**config.mk**
```make
export PLATFORM = sky130hd
export DESIGN_NAME = shirq_ctrl
export DESIGN_NICKNAME = d
export VERILOG_FILES = /design/src/rtl/shirq_pkg.sv /design/src/rtl/shirq_ctrl_regs.sv /design/src/rtl/shirq_datapath.sv /design/src/rtl/shirq_ctrl.sv
export SDC_FILE = /design/constraint.sdc
export NUM_CORES = 1
export LEC_CHECK = 0
export ABC_AREA = 1
export BUFFER_PORTS_ARGS = -buffer_cell sky130_fd_sc_hd__buf_2
export CORE_UTILIZATION = 46
export CTS_CLUSTER_SIZE = 30
export DETAILED_ROUTE_END_ITERATION = 10
export PLACE_DENSITY_LB_ADDON = 0.25
export SLEW_MARGIN = 20
export SYNTH_ARGS = -nofsm -noshare
export SYNTH_HDL_FRONTEND = slang
export SYNTH_SLANG_ARGS = --single-unit
export TNS_END_PERCENT = 10
```
**constraint.sdc**
```tcl
create_clock -name clk -period 1.2 [get_ports clk]
set_clock_uncertainty 0.15 [all_clocks]
set_input_delay 0.06 -clock clk [delete_from_list [all_inputs] [get_ports clk]]
set_output_delay 0.06 -clock clk [all_outputs]
set_load 0.01 [all_outputs]
```
**src/rtl/shirq_pkg.sv**
```systemverilog
package shirq_pkg;
  localparam int REG_W       = 8;
  localparam int ADDR_W      = 2;
  localparam int CMD_NS_BIT  = 7;
  localparam int CMD_CH_W    = 7;
  localparam logic [ADDR_W-1:0] ADDR_MASK = 2'd0;
  localparam logic [ADDR_W-1:0] ADDR_MODE = 2'd1;
  localparam logic [ADDR_W-1:0] ADDR_CMD  = 2'd2;

  // strobes from the register control to the datapath
  typedef struct packed {
    logic                eoiValid;
    logic                eoiNonSpec;
    logic [CMD_CH_W-1:0] eoiCh;
  } eoiStrobe_t;
endpackage

```
**src/rtl/shirq_ctrl_regs.sv**
```systemverilog
module shirq_ctrl_regs
  import shirq_pkg::*;
#(
  parameter int NUM_CH = 4
) (
  input  logic              clk,
  input  logic              rstN,
  input  logic              wrEn,
  input  logic [ADDR_W-1:0] wrAddr,
  input  logic [REG_W-1:0]  wrData,
  output logic [NUM_CH-1:0] maskReg,
  output logic [NUM_CH-1:0] modeReg,
  output eoiStrobe_t        strobe
);
  logic maskWe, modeWe;

  always_comb begin
    maskWe            = wrEn && (wrAddr == ADDR_MASK);
    modeWe            = wrEn && (wrAddr == ADDR_MODE);
    strobe.eoiValid   = wrEn && (wrAddr == ADDR_CMD);
    strobe.eoiNonSpec = wrData[CMD_NS_BIT];
    strobe.eoiCh      = wrData[CMD_CH_W-1:0];
  end

  always_ff @(posedge clk or negedge rstN) begin
    if (!rstN) begin
      maskReg <= '1;
      modeReg <= '0;
    end else begin
      if (maskWe) maskReg <= wrData[NUM_CH-1:0];
      if (modeWe) modeReg <= wrData[NUM_CH-1:0];
    end
  end
endmodule

```
**src/rtl/shirq_datapath.sv**
```systemverilog
module shirq_datapath
  import shirq_pkg::*;
#(
  parameter int NUM_CH       = 4,
  parameter int LINES_PER_CH = 3
) (
  input  logic                           clk,
  input  logic                           rstN,
  input  logic [NUM_CH*LINES_PER_CH-1:0] devReq,
  input  logic [NUM_CH-1:0]              maskReg,
  input  logic [NUM_CH-1:0]              modeReg,
  input  eoiStrobe_t                     strobe,
  output logic [NUM_CH-1:0]              pend,
  output logic [NUM_CH-1:0]              gatedVec,
  output logic [NUM_CH-1:0]              riseVec,
  output logic [NUM_CH-1:0]              clrVec
);
  logic [NUM_CH-1:0] prevGated;
  logic [NUM_CH-1:0] lowestPend;
  logic [NUM_CH-1:0] specDec;
  logic [NUM_CH-1:0] setVec;

  // isolate the lowest set latch: highest priority
  assign lowestPend = pend & (~pend + 1'b1);

  for (genvar c = 0; c < NUM_CH; c++) begin : g_ch
    logic rawReq;
    assign rawReq      = |devReq[c*LINES_PER_CH +: LINES_PER_CH];
    assign gatedVec[c] = rawReq & ~maskReg[c];
    assign riseVec[c]  = gatedVec[c] & ~prevGated[c];
    assign setVec[c]   = modeReg[c] ? gatedVec[c] : riseVec[c];
    assign specDec[c]  = (strobe.eoiCh == CMD_CH_W'(c));
  end

  always_comb begin
    if (!strobe.eoiValid)      clrVec = '0;
    else if (strobe.eoiNonSpec) clrVec = lowestPend;
    else                        clrVec = specDec;
  end

  always_ff @(posedge clk or negedge rstN) begin
    if (!rstN) begin
      prevGated <= '0;
      pend      <= '0;
    end else begin
      prevGated <= gatedVec;
      pend      <= setVec | (pend & ~clrVec);
    end
  end
endmodule

```
**src/rtl/shirq_ctrl.sv**
```systemverilog
module shirq_ctrl
  import shirq_pkg::*;
#(
  parameter int NUM_CH       = 4,
  parameter int LINES_PER_CH = 3
) (
  input  logic                           clk,
  input  logic                           rstN,
  input  logic [NUM_CH*LINES_PER_CH-1:0] devReq,
  input  logic                           wrEn,
  input  logic [ADDR_W-1:0]              wrAddr,
  input  logic [REG_W-1:0]               wrData,
  output logic [NUM_CH-1:0]              pendStatus,
  output logic                           cpuIrq
);
  logic [NUM_CH-1:0] maskReg, modeReg, gatedVec, riseVec, clrVec;
  eoiStrobe_t strobe;

  shirq_ctrl_regs #(.NUM_CH(NUM_CH)) u_regs (
    .clk(clk), .rstN(rstN), .wrEn(wrEn), .wrAddr(wrAddr), .wrData(wrData),
    .maskReg(maskReg), .modeReg(modeReg), .strobe(strobe)
  );

  shirq_datapath #(.NUM_CH(NUM_CH), .LINES_PER_CH(LINES_PER_CH)) u_dp (
    .clk(clk), .rstN(rstN), .devReq(devReq), .maskReg(maskReg),
    .modeReg(modeReg), .strobe(strobe), .pend(pendStatus),
    .gatedVec(gatedVec), .riseVec(riseVec), .clrVec(clrVec)
  );

  assign cpuIrq = |pendStatus;
endmodule

```
==> impl_metrics.json, run 1 <==
{
  "status": "finished with violations",
  "violations": "negative setup slack",
  "cts-htree-levels": 1,
  "gp_congestion": 0.858,
  "synth_area_per_cell_um2": 8.15,
  "grt_pass1_vias": 745,
  "worstPathArrival_ps": 1210,
  "rr_worst_depth": 6,
  "coreArea_um2": 1510,
  "grt_pass1_wl_um": 2890,
  "start_kind": "register",
  "post_drt_wl_per_cell_um": 10.5,
  "firstDrtPassIters": 4,
  "vias_per_cell": 4.81,
  "insertion_delay_ps": 280,
  "routed_wl_um": 1720,
  "power_mw": 1.21,
  "crit_family": "flip-flops",
  "min_period_over_period_pct": 119,
  "post-route-util_pct": 77.5,
  "endpoint": "cpuIrq",
  "startpoint": "u_dp.pend[1]",
  "rsz0062_at_grt": "true",
  "rr_startpoint": "u_dp.pend[1]",
  "clock_path_buffers": 2,
  "synth_fp_nets": 117,
  "setup_slack_ps": -222,
  "numCtsBuffers": 3,
  "leakagePower_nw": 0.583,
  "slowest_delay_ps": 400,
  "ir_worst_vdd_v": 0.000796,
  "yosysSeqAreaShare_pct": 54.1,
  "drt_iter0_drc": 9,
  "grt_overflow": 0,
  "cp_slowest_cell": "dfrtp_1",
  "worstPathRequired_ps": 990,
  "ant_nets": 0,
  "gr-usage-all-layers_pct": 21.4,
  "grt_max_degree": 17,
  "cts_sinks": 16,
  "cp_max_fo": 2,
  "root_buffer": "clkbuf_4",
  "fp.dieW_um": 42.4,
  "drive_gt1_share_pct": 32.0,
  "setup.worst_path.class": "register to primary output",
  "swShare_pct": 26.6,
  "mostFrequentLayoutCell": "buf_2",
  "p_int_mw": 0.890,
  "cp-end-kind": "primary output",
  "drc": 0,
  "portBuffers": 29,
  "synthDistinctLibCells": 15,
  "power_density_nw_per_um2": 1040,
  "area_delta_synth_final_pct": 55.8,
  "synthCells": 92,
  "max-cap-violations": 0,
  "vias": 784,
  "crit_cells": 4,
  "power_frac_seq_pct": 55.3,
  "r2r_end": "u_dp.pend[3]",
  "min_period_ps": 1420,
  "critical_path.cell_chain": "nor2_2 -> nand2_1 -> or2_1 -> buf_2",
  "netlist_area_um2": 749,
  "ioPinCount": 30,
  "drv_slew": 0,
  "clkPwrFrac_pct": 22.0,
  "rrSetupSlack_ps": 50,
  "p_switching_mw": 0.322,
  "n_antenna_cell": 0,
  "hold_viol": 0,
  "std_cell_rows": 14,
  "clk_pin_slew_ps": 80,
  "path_buf_inv": 1,
  "die-area_um2": 1790,
  "start_util_pct": 49.8,
  "hold_path_class": "primary input to register",
  "antenna_found_initial": 0,
  "setup_viol": 1,
  "ys_seq_elements": 16,
  "hpwl_um": 1190,
  "yosysWarningCount": 0,
  "finalSetupTns_ps": -222,
  "fmax_ghz": 0.703,
  "worst_pin_slew_ps": 342,
  "nets": 174,
  "cts_tree": "built",
  "relSlewSlack_pct": 77.2,
  "die_h_um": 42.4,
  "share_comb_of_total_power_pct": 22.7,
  "final_cell_mix": "buf_2 (30), nand2_1 (22), dlygate4sd3_1 (20), inv_1 (12), dfrtp_1 (12)"
}
-- synth_stat cells --
cell type,count,area share [%]
dfstp_2,4,14
nand3_1,3,2.0
nor2_1,9,4.5
nand4_1,1,0.84
a21oi_1,2,1.3
nor3_1,4,2.7
nor2_2,1,0.84
nand3_2,3,4.0
or2_1,1,0.84
nand2_1,22,11
dfrtp_1,12,40
o21ai_0,4,2.7
o21ai_1,11,7.3
inv_1,14,7.0
nand2_2,1,0.84
-- worst min-delay path: stages --
cell,delay [ps]
buf_2,70
nor2_1,50
nand2_2,70
o21ai_1,60
nand2_1,50
nand2_1,40
nand2_1,40
-- sequential cells by signal (all words and copies together), names as in the netlist --
register and cells:
u_dp.pend 4, u_dp.prevGated 4, u_regs.maskReg 4, u_regs.modeReg 4
-- worst min path at each step --
stage	from	endpoint	depth (start not counted)
final	wrData[4]	u_dp.pend[0]	7
after global routing	wrData[4]	u_dp.pend[2]	7
after global placement	rstN	u_dp.prevGated[1]	1
after detailed placement	rstN	u_regs.modeReg[1]	1
after floorplan	rstN	u_dp.pend[0]	0
after CTS	wrAddr[1]	u_regs.maskReg[2]	4
-- metal layers --
| layer | wire length [um] | vias up | global-route usage (%) |
|---|---|---|---|
| met5 | 0 | - | 0 |
| met4 | 22 | 0 | 7.50 |
| met3 | 78 | 4 | 4.31 |
| met2 | 857 | 25 | 37.2 |
| met1 | 760 | 345 | 26.2 |
| li1 | - | 410 | - |
-- cells by family after synthesis --
logic type,count (synthesis),share of synthesized area [%]
DFF,16,54.1
and+or+nand+nor,45,27.5
AOI/OAI and AO/OA,17,11.4
buffers and inverters,14,7.01
-- layout make-up --
type                       count  area [um^2]
fill                         117          339
tap                           16         20.0
clock buffer                   3         22.5
timing repair buffer          52          365
sequential                    16          405
multi-input combinational     62          302
inverter                      14         52.6
-- stage by stage --
stage | cells | setup WS, ps | cell area (um^2) | hold slack, ps
finish | 163 | -222 | 1170 | 41.5
global placement | 138 | 75.2 | 922 | -161
CTS | 163 | -232 | 1160 | 9.09
floorplan | 92 | 56.1 | 749 | -386
global route | 163 | -321 | 1170 | 74.6
detailed placement | 138 | 22.1 | 922 | -163
-- power groups by stage --
stage                     Clock (mW)  Combinational (mW)  Sequential, mW
after floorplan                    0               0.110           0.676
after global placement             0               0.208           0.674
after detailed placement           0               0.214           0.679
after CTS                      0.281               0.273           0.669
after global routing           0.297               0.310           0.679
final                          0.267               0.275           0.670
-- timing repair --
item	4_1_cts	5_1_grt
endpoints found under the hold margin	29	0
endpoints found under the setup margin	1	5
setup buffers	1	0
gates resized for setup	1	4
pin swaps	0	2
hold buffers	21	0
No activity file was read; power rests on OpenSTA's default activity.
==> inputs of run 2 (changes only) <==
- BUFFER_PORTS_ARGS: -buffer_cell sky130_fd_sc_hd__buf_2 -> -buffer_cell sky130_fd_sc_hd__buf_4
==> run 2 against run 1 <==
  * The flow still finishes with violations (negative setup slack)
  * Cell area rose by 9.2%
  * Fmax fell by 1.6%
  * Sequential share of layout area fell by 2.9 points
  * Critical endpoint unchanged
  * Largest cell class is now non-clock buffers
  * Largest power group unchanged
==> impl_metrics.json, run 2 (synthesis results as in run 1) <==
{
  "fp.dieW_um": 42.4,
  "cts_sinks": 16,
  "setup_viol": 2,
  "drv_slew": 0,
  "die-area_um2": 1790,
  "hold_viol": 0,
  "root_buffer": "clkbuf_4",
  "relSlewSlack_pct": 83.8,
  "drt_iter0_drc": 16,
  "setup_slack_ps": -245,
  "mostFrequentLayoutCell": "buf_4",
  "grt_pass1_vias": 794,
  "vias": 832,
  "min_period_over_period_pct": 120,
  "cp_max_fo": 2,
  "cp-end-kind": "primary output",
  "std_cell_rows": 14,
  "cts_tree": "built",
  "n_antenna_cell": 0,
  "leakagePower_nw": 0.626,
  "clock_path_buffers": 2,
  "ant_nets": 0,
  "final_cell_mix": "buf_4 (32), nand2_1 (21), dlygate4sd3_1 (20), dfrtp_1 (12), inv_1 (11)",
  "clk_pin_slew_ps": 90,
  "start_kind": "register",
  "grt_pass1_wl_um": 3280,
  "hpwl_um": 1220,
  "ioPinCount": 30,
  "power_density_nw_per_um2": 997,
  "firstDrtPassIters": 4,
  "worst_pin_slew_ps": 241,
  "antenna_found_initial": 0,
  "status": "finished with violations",
  "insertion_delay_ps": 290,
  "hold_path_class": "primary input to async pin",
  "violations": "negative setup slack",
  "place_area_um2": 995,
  "min_period_ps": 1450,
  "fmax_ghz": 0.692,
  "nets": 176,
  "max-cap-violations": 0,
  "place_inst": 138,
  "drc": 0,
  "cts-htree-levels": 1,
  "grt_max_degree": 17,
  "portBuffers": 29,
  "vias_per_cell": 5.04,
  "drive_gt1_share_pct": 35.6,
  "fillCellCount": 92,
  "worstPathRequired_ps": 990,
  "numCtsBuffers": 3,
  "post-route-cell-area_um2": 1270,
  "finalNonFillerCells": 165,
  "grt_overflow": 0,
  "coreArea_um2": 1510,
  "setup.worst_path.class": "register to primary output",
  "routed_wl_um": 2010,
  "gr-usage-all-layers_pct": 24.9,
  "ir_worst_vdd_v": 0.000675,
  "rsz0062_at_grt": "true",
  "area_delta_synth_final_pct": 70.1,
  "die_h_um": 42.4,
  "worstPathArrival_ps": 1240,
  "gp_congestion": 0.831,
  "post_drt_wl_per_cell_um": 12.2,
  "start_util_pct": 49.8
}
run 2: cell types whose count changed in the layout (fill, tap and decap cells not counted):
| cell | delta |
|---|---|
| o21ai_1 | -1 |
| nand2_2 | +1 |
| inv_2 | +1 |
| a21oi_1 | -1 |
| buf_2 | -30 |
| nand2_1 | -1 |
| o21ai_2 | +1 |
| inv_1 | -1 |
| buf_6 | +2 |
| a21oi_2 | +1 |
| buf_4 | +30 |
run 2: final timing paths:
path	from	endpoint	slack, ps	cells after the start
min in group clk	wrData[2]	u_dp.pend[3]	40	7
hold reg to reg	u_regs.maskReg[1]	u_regs.maskReg[1]	330	2
setup / recovery	u_dp.pend[0]	cpuIrq	-250	4
max in group asynchronous	rstN	u_regs.maskReg[2]	640	2
setup reg to reg	u_dp.pend[0]	u_dp.pend[3]	-180	8
hold / removal	rstN	u_dp.prevGated[1]	10	2
run 2: power by group:
group | switching [mW] | internal, mW
clock network | 0.161 | 0.117
registers | 0.0403 | 0.632
logic | 0.147 | 0.175
total | 0.348 | 0.923
run 2: cell type report:
cell class | count | area [um^2] | area share, %
inverter | 14 | 52.6 | 4.12
tap | 16 | 20.0 | 1.57
sequential | 16 | 405 | 31.8
multi-input combinational | 62 | 312 | 24.4
clock buffer | 3 | 22.5 | 1.77
timing repair buffer | 54 | 463 | 36.3
run 2: timing repair:
| item | CTS | global route |
|---|---|---|
| hold buffers | 21 | 0 |
| endpoints found under the setup margin | 1 | 7 |
| pin swaps | 2 | 2 |
| hold endpoints to repair | 30 | 0 |
| gates resized for setup | 3 | 8 |
| buffers inserted | 2 | 1 |
run 2: critical path, cell delays in order, from the launching register on:
cell and delay [ps]:
dfrtp_1 390, nor2_2 150, nand2_2 70, or2_1 220, buf_6 120
run 2: routing by layer:
metal | up-vias | GRT usage [%] | wire [um]
met5 | - | 0 | 0
met4 | 0 | 11.3 | 44
met3 | 6 | 4.31 | 83
met2 | 31 | 40.3 | 996
li1 | 407 | - | -
met1 | 388 | 32.5 | 883
run 2: through the flow:
stage	util, %	setup TNS [ps]	setup WS, ps	hold WS (ps)	power (mW)
floorplan	-	0	56.1	-386	0.787
global placement	66.0	0	65.1	-222	0.911
detailed placement	66.0	0	21.7	-222	0.923
CTS	83.1	-377	-248	5.34	1.26
global route	84.6	-727	-331	11.0	1.35
finish	84.6	-425	-245	9.64	1.27
